[src/rtl/pgbuf_pkg.sv]
package pgbuf_pkg;

    typedef enum logic [2:0] {
        ST_IDLE   = 3'd0,
        ST_FILL   = 3'd1,
        ST_COMMIT = 3'd2,
        ST_DRAIN  = 3'd3,
        ST_ABORT  = 3'd4
    } pg_state_e;

endpackage

[src/rtl/pgbuf_wrapctr.sv]
// Modulo-2^W counter: load, step, natural wrap.
module pgbuf_wrapctr #(
    parameter int W = 8
) (
    input  logic         clk,
    input  logic         rst_n,
    input  logic         load,
    input  logic [W-1:0] load_val,
    input  logic         step,
    output logic [W-1:0] value
);

    always_ff @(posedge clk) begin
        if (!rst_n) begin
            value <= '0;
        end else if (load) begin
            value <= load_val;
        end else if (step) begin
            value <= value + 1'b1;
        end
    end

endmodule

[src/rtl/pgbuf_store.sv]
// Page data array plus one written-flag per offset.
module pgbuf_store #(
    parameter int OFF_W  = 8,
    parameter int DATA_W = 8
) (
    input  logic              clk,
    input  logic              rst_n,
    input  logic              clr_flags,
    input  logic              we,
    input  logic [OFF_W-1:0]  waddr,
    input  logic [DATA_W-1:0] wdata,
    input  logic [OFF_W-1:0]  raddr,
    output logic              rflag,
    output logic [DATA_W-1:0] rdata
);

    localparam int DEPTH = 1 << OFF_W;

    logic [DATA_W-1:0] mem [DEPTH];
    logic [DEPTH-1:0]  flag_q;

    always_ff @(posedge clk) begin
        if (we) begin
            mem[waddr] <= wdata;
        end
    end

    always_ff @(posedge clk) begin
        if (!rst_n) begin
            flag_q <= '0;
        end else if (clr_flags) begin
            flag_q <= '0;
        end else if (we) begin
            flag_q[waddr] <= 1'b1;
        end
    end

    assign rdata = mem[raddr];
    assign rflag = flag_q[raddr];

endmodule

[src/rtl/pgbuf_fsm.sv]
// Command sequencing: collect, then commit and drain, or abort.
module pgbuf_fsm
    import pgbuf_pkg::*;
(
    input  logic clk,
    input  logic rst_n,
    input  logic cmd_start,
    input  logic byte_valid,
    input  logic cmd_end,
    input  logic end_aligned,
    input  logic scan_last,
    output logic arm,
    output logic wr_en,
    output logic ld_scan,
    output logic step_scan,
    output logic commit_strobe,
    output logic abort_strobe,
    output logic busy,
    output logic draining
);

    pg_state_e state_q, state_d;
    logic      got_q;

    // state register and byte-seen tracker
    always_ff @(posedge clk) begin
        if (!rst_n) begin
            state_q <= ST_IDLE;
            got_q   <= 1'b0;
        end else begin
            state_q <= state_d;
            if (arm) begin
                got_q <= 1'b0;
            end else if (wr_en) begin
                got_q <= 1'b1;
            end
        end
    end

    // transitions
    always_comb begin
        state_d = state_q;
        unique case (state_q)
            ST_IDLE: begin
                if (cmd_start) state_d = ST_FILL;
            end
            ST_FILL: begin
                if (cmd_start) begin
                    state_d = ST_FILL;
                end else if (cmd_end) begin
                    if (end_aligned && (got_q || byte_valid)) state_d = ST_COMMIT;
                    else                                      state_d = ST_ABORT;
                end
            end
            ST_COMMIT: state_d = ST_DRAIN;
            ST_DRAIN: begin
                if (scan_last) state_d = ST_IDLE;
            end
            ST_ABORT:  state_d = ST_IDLE;
            default:   state_d = ST_IDLE;
        endcase
    end

    // outputs
    always_comb begin
        arm           = 1'b0;
        wr_en         = 1'b0;
        ld_scan       = 1'b0;
        step_scan     = 1'b0;
        commit_strobe = 1'b0;
        abort_strobe  = 1'b0;
        busy          = 1'b0;
        draining      = 1'b0;
        unique case (state_q)
            ST_IDLE: begin
                arm = cmd_start;
            end
            ST_FILL: begin
                arm   = cmd_start;
                wr_en = !cmd_start && byte_valid;
            end
            ST_COMMIT: begin
                commit_strobe = 1'b1;
                ld_scan       = 1'b1;
                busy          = 1'b1;
            end
            ST_DRAIN: begin
                step_scan = 1'b1;
                draining  = 1'b1;
                busy      = 1'b1;
            end
            ST_ABORT: begin
                abort_strobe = 1'b1;
                busy         = 1'b1;
            end
            default: begin
                busy = 1'b0;
            end
        endcase
    end

endmodule

[src/rtl/pgbuf_top.sv]
// Page program buffer: wrapped collection, masked write-out in offset order.
module pgbuf_top #(
    parameter int ADDR_W     = 24,
    parameter int PAGE_BYTES = 256,
    parameter int DATA_W     = 8
) (
    input  logic              clk,
    input  logic              rst_n,
    input  logic              cmd_start,
    input  logic [ADDR_W-1:0] start_addr,
    input  logic              byte_valid,
    input  logic [DATA_W-1:0] byte_data,
    input  logic              cmd_end,
    input  logic              end_aligned,
    output logic              commit_strobe,
    output logic              abort_strobe,
    output logic              busy,
    output logic              wr_valid,
    output logic [ADDR_W-1:0] wr_addr,
    output logic [DATA_W-1:0] wr_data
);

    localparam int OFF_W  = $clog2(PAGE_BYTES);
    localparam int PAGE_W = ADDR_W - OFF_W;

    logic              arm, wr_en, ld_scan, step_scan, draining;
    logic              scan_last, rflag;
    logic [OFF_W-1:0]  wptr, scan_idx;
    logic [PAGE_W-1:0] page_q;
    logic [DATA_W-1:0] rdata;

    pgbuf_fsm u_fsm (
        .clk           (clk),
        .rst_n         (rst_n),
        .cmd_start     (cmd_start),
        .byte_valid    (byte_valid),
        .cmd_end       (cmd_end),
        .end_aligned   (end_aligned),
        .scan_last     (scan_last),
        .arm           (arm),
        .wr_en         (wr_en),
        .ld_scan       (ld_scan),
        .step_scan     (step_scan),
        .commit_strobe (commit_strobe),
        .abort_strobe  (abort_strobe),
        .busy          (busy),
        .draining      (draining)
    );

    // write pointer: wraps inside the page
    pgbuf_wrapctr #(.W(OFF_W)) u_wptr (
        .clk      (clk),
        .rst_n    (rst_n),
        .load     (arm),
        .load_val (start_addr[OFF_W-1:0]),
        .step     (wr_en),
        .value    (wptr)
    );

    // drain scan index
    pgbuf_wrapctr #(.W(OFF_W)) u_scan (
        .clk      (clk),
        .rst_n    (rst_n),
        .load     (ld_scan),
        .load_val ('0),
        .step     (step_scan),
        .value    (scan_idx)
    );

    assign scan_last = &scan_idx;

    always_ff @(posedge clk) begin
        if (!rst_n) begin
            page_q <= '0;
        end else if (arm) begin
            page_q <= start_addr[ADDR_W-1:OFF_W];
        end
    end

    pgbuf_store #(.OFF_W(OFF_W), .DATA_W(DATA_W)) u_store (
        .clk       (clk),
        .rst_n     (rst_n),
        .clr_flags (arm),
        .we        (wr_en),
        .waddr     (wptr),
        .wdata     (byte_data),
        .raddr     (scan_idx),
        .rflag     (rflag),
        .rdata     (rdata)
    );

    assign wr_valid = draining && rflag;
    assign wr_addr  = {page_q, scan_idx};
    assign wr_data  = rdata;

endmodule

[config.mk]
export PLATFORM = sky130hd
export DESIGN_NAME = pgbuf_top
export DESIGN_NICKNAME = d
export VERILOG_FILES = /design/src/rtl/pgbuf_pkg.sv /design/src/rtl/pgbuf_wrapctr.sv /design/src/rtl/pgbuf_store.sv /design/src/rtl/pgbuf_fsm.sv /design/src/rtl/pgbuf_top.sv
export SDC_FILE = /design/constraint.sdc
export NUM_CORES = 2
export LEC_CHECK = 0
export ABC_AREA = 1
export BUFFER_PORTS_ARGS = -buffer_cell sky130_fd_sc_hd__buf_2
export CORE_ASPECT_RATIO = 0.75
export CORE_MARGIN = 2
export CORE_UTILIZATION = 35
export DETAILED_ROUTE_END_ITERATION = 7
export PLACE_DENSITY_LB_ADDON = 0.3
export SYNTH_ARGS = -nofsm -noshare
export SYNTH_HDL_FRONTEND = slang
export SYNTH_HIERARCHICAL = 1
export SYNTH_SLANG_ARGS = --single-unit
[constraint.sdc]
create_clock -name clk -period 5.7 [get_ports clk]
set_input_delay 0.285 -clock clk [delete_from_list [all_inputs] [get_ports clk]]
set_output_delay 0.285 -clock clk [all_outputs]
set_load 0.02 [all_outputs]
==> results by group <==
Run status
  • Outcome: complete, but fails checks
  • Failing checks: max-slew violations, negative setup slack

Logic synthesis
  • Post-synth top area cell: edfxtp_1
  • Ys async rst share: 0
  • Most common cell in the netlist: nand2_1
  • Synth top cells by count: nand2_1, nand3_1, edfxtp_1
  • Netlist Area Pre-Place: approximately 0.095 sq mm
  • Post-Synthesis Cells: about 8700
  • Yosys Warn Count: 6
  • Main synth FF type: edfxtp_1
  • Post-synth top area share: 0.649
  • Synth Register Bits: about 2300
  • Post-synth EDFFs: between 2000 and 2500
  • Most area-consuming cells after synthesis: edfxtp_1, nand3_1, nand2_1
  • Mean Syn Cell Area: ~11 sq um
  • Distinct cell type count after synthesis: 32
  • Seq/Total Area, Yosys: 0.710

Final layout
  • Layout area overhead: 12.0%
  • Layout Utilization: 0.394
  • Share of layout cells above drive strength 1: 0.0634
  • Final Instance Count excl. Fillers: between 10000 and 15000
  • Design area: 0.106 sq mm
  • Fill cells: 25600
  • Final nets: 8611

Hold path
  • WHS Path Cells: 1
  • Hold Startpoint: byte_data[7]
  • Hold Path Sink: u_store/mem[91][7]$_DFFE_PP_
  • Hold crit path type: primary input to register

Clock network
  • Clock Tree Buf Depth: 4
  • CTS sink cnt: around 2300
  • Post-CTS Resized: 0
  • Clk Latency, worst-skew pair: just under 900 ps
  • CTS buffer count: 219
  • CTS tree: done
  • CTS H-tree depth: 4
  • Clk root buf: clkbuf_16
  • Worst-path clk slew: 60 ps
  • Hold_buf cts: 61
  • Post-CTS Setup Bufs: 0

Worst setup path
  • Crit path top cell by count: nand3_1
  • Critical Path Fanout Max: approximately 230
  • Crit-path cells: inv_16 > buf_12 > buf_4 > nand2_1 > nand3_1 > nand3_1 > nand3_1 > nand3_1 > nand3_1 > nand3_1 > nand2_1 > nand2_1 > nand2_1 > buf_2
  • WP buf/inv: 4
  • Crit path kind: register to output pin
  • Crit-path max cell delay: between 800 and 900 ps
  • Worst path arrival time: roughly 5500 ps
  • Startpoint Class: register
  • Slowest stage cell on the critical path: dfxtp_4
  • Critical Path RT: roughly 5400 ps
  • RR Endpoint: u_store/mem[114][3]$_DFFE_PP_
  • Crit-path leading delay family: simple AND/OR/NAND/NOR gates
  • Reg2Reg Setup Slack: between 1500 and 2000 ps
  • CP Capture Type: output pin
  • R2R Path Start: u_fsm/state_q[0]$_SDFFE_PN0P_
  • Worst r2r path cells: 9

Floorplanning
  • # IOs: 74
  • Die H: roughly 450 um
  • Core Box Area: 0.269 sq mm
  • Floorplan row count: between 150 and 200
  • Die Area: about 0.28 sq mm
  • Starting Density: 0.352
  • DIE WIDTH: 605 um

Power
  • Leakage: around 36 nW
  • Pwr/cell area: between 300 and 400 mW/mm^2
  • Worst vdd ir: 279 uV
  • Pwr Total: 36.8 mW

Timing
  • Final hold vios: 0
  • Setup TNS: -131 ps
  • Fmax: between 150 and 200 MHz
  • Tcrit/Tclk final: 1.01
  • Setup Skew: about 50 ps
  • Final setup fails: 3
  • Final hold slack: around 11 ps
  • Final worst slack: -73.2 ps
  • Slew Limit Fails: ~200
  • Min Tclk post-route: between 5000 and 6000 ps
  • Slew Limit Headroom: -0.117
  • RSZ-0062 raised after global routing: false
  • Worst Max-Slew Pin Slew: ~1700 ps

Detailed routing
  • Vias after detailed routing: about 66000
  • Drt drc: 0
  • Drt first pass iters: 7
  • Vias per inst: 5.34
  • DRT Wirelength: 282000 um
  • Detailed Route Iter0 Violations: approximately 8400
  • WL per Instance: 22.9 um
  • Post-route ant nets: 0

Global route
  • First-pass GRT wire length: 415000 um
  • All-Layer GR Usage: 0.200
  • Antenna violations before repair: 12
  • Congestion Overflow GR: 0
  • Vias in the first global route: approximately 60000
  • Largest net degree at the start of global routing: roughly 230

Placed design
  • Placed instance area: a little under 0.1 sq mm
  • Detailed placement HPWL: 155000 um
  • Place WS: approximately 1400 ps
  • Dpl cells: 11900
  • I/O Buffers: 73
  • Placer Congestion: 0.835

Run
  • Max-Cap Viols: 0
## power by group
part / leakage [nW] / total (mW) / switching [mW] / internal, mW
clock: 3.48 / 14.7 / 6.43 / 8.31
sequential: 20.8 / 18.7 / 0.0901 / 18.6
combinational: 12.0 / 3.39 / 2.54 / 0.850
## logic make-up after synthesis
group	Yosys count	share of synthesized area
XOR/XNOR	2	0.000185
AO/OA/AOI/OAI	56	0.00370
flip-flops	2340	0.710
other	1	0.0000396
AND/OR/NAND/NOR	5579	0.252
adder cells (fa/ha/maj)	2	0.000264
buffers and inverters	679	0.0335
## registers in the layout (all words and copies together), names as in the netlist
register / count
u_fsm/state_q: 3
u_scan/value: 8
u_store/flag_q: 256
u_wptr/value: 8
u_store/mem: 2048
page_q: 16
u_fsm/got_q: 1
## worst reg2reg max path, stage by stage (launching register included)
cell      delay (ps)
dfxtp_1          410
nand2_1           90
nor2_2           140
nand2_1           80
inv_2            220
clkinv_1         610
nor2_1           270
inv_1            500
buf_4            460
nor2_1           870
## placed cells by master (no fill, tap or decap), types with 4 or more instances in the layout
cell type and n:
a21oi_1 10, a22oi_1 8, buf_12 40, buf_2 65
buf_4 80, buf_8 8, bufinv_16 20, clkbuf_1 53
clkbuf_16 224, clkbuf_8 16, clkinv_1 35, clkinv_2 48
clkinvlp_4 5, conb_1 8, dfxtp_1 286, dfxtp_4 5
diode_2 5, dlygate4sd3_1 61, edfxtp_1 2048, inv_1 91
inv_2 9, inv_6 4, nand2_1 2410, nand2_2 4
nand3_1 2281, nand3_2 4, nor2_1 864, nor2_2 8
o21ai_0 20, o21ai_1 4, o21ba_2 5, o21bai_1 5
## layer usage
| layer | GRT usage | vias up | wire length [um] |
|---|---|---|---|
| met5 | 0 | - | 23 |
| met4 | 0.0527 | 4 | 7180 |
| met3 | 0.0450 | 424 | 29100 |
| met2 | 0.293 | 3098 | 121000 |
| met1 | 0.297 | 32600 | 125000 |
| li1 | - | 29900 | - |
## worst max path at each step
stage                                       start                       endpoint  slack, ps  cells past startpoint
floorplan           u_fsm/state_q[0]$_SDFFE_PN0P_  u_store/mem[105][0]$_DFFE_PP_       3360                     10
global placement     u_scan/value[0]$_SDFFE_PN0P_                     wr_data[1]       1430                     14
detailed placement   u_scan/value[0]$_SDFFE_PN0P_                     wr_data[7]       1420                     14
CTS                  u_scan/value[0]$_SDFFE_PN0P_                     wr_data[7]        470                     14
global route         u_scan/value[0]$_SDFFE_PN0P_                     wr_data[7]         90                     14
finish               u_scan/value[0]$_SDFFE_PN0P_                     wr_data[7]        -70                     14
## final cells by class
class	count	area (sq um)	area share
Inverter	109	455	0.00429
Antenna cell	5	12.5	0.000118
Tap cell	3590	4490	0.0423
Sequential cell	2340	67400	0.635
Clock buffer	293	6020	0.0568
Timing Repair Buffer	254	2460	0.0232
Clock inverter	108	1040	0.00981
Multi-Input combinational cell	5647	24300	0.229
Note: power is estimated with default switching activity, not from simulation.
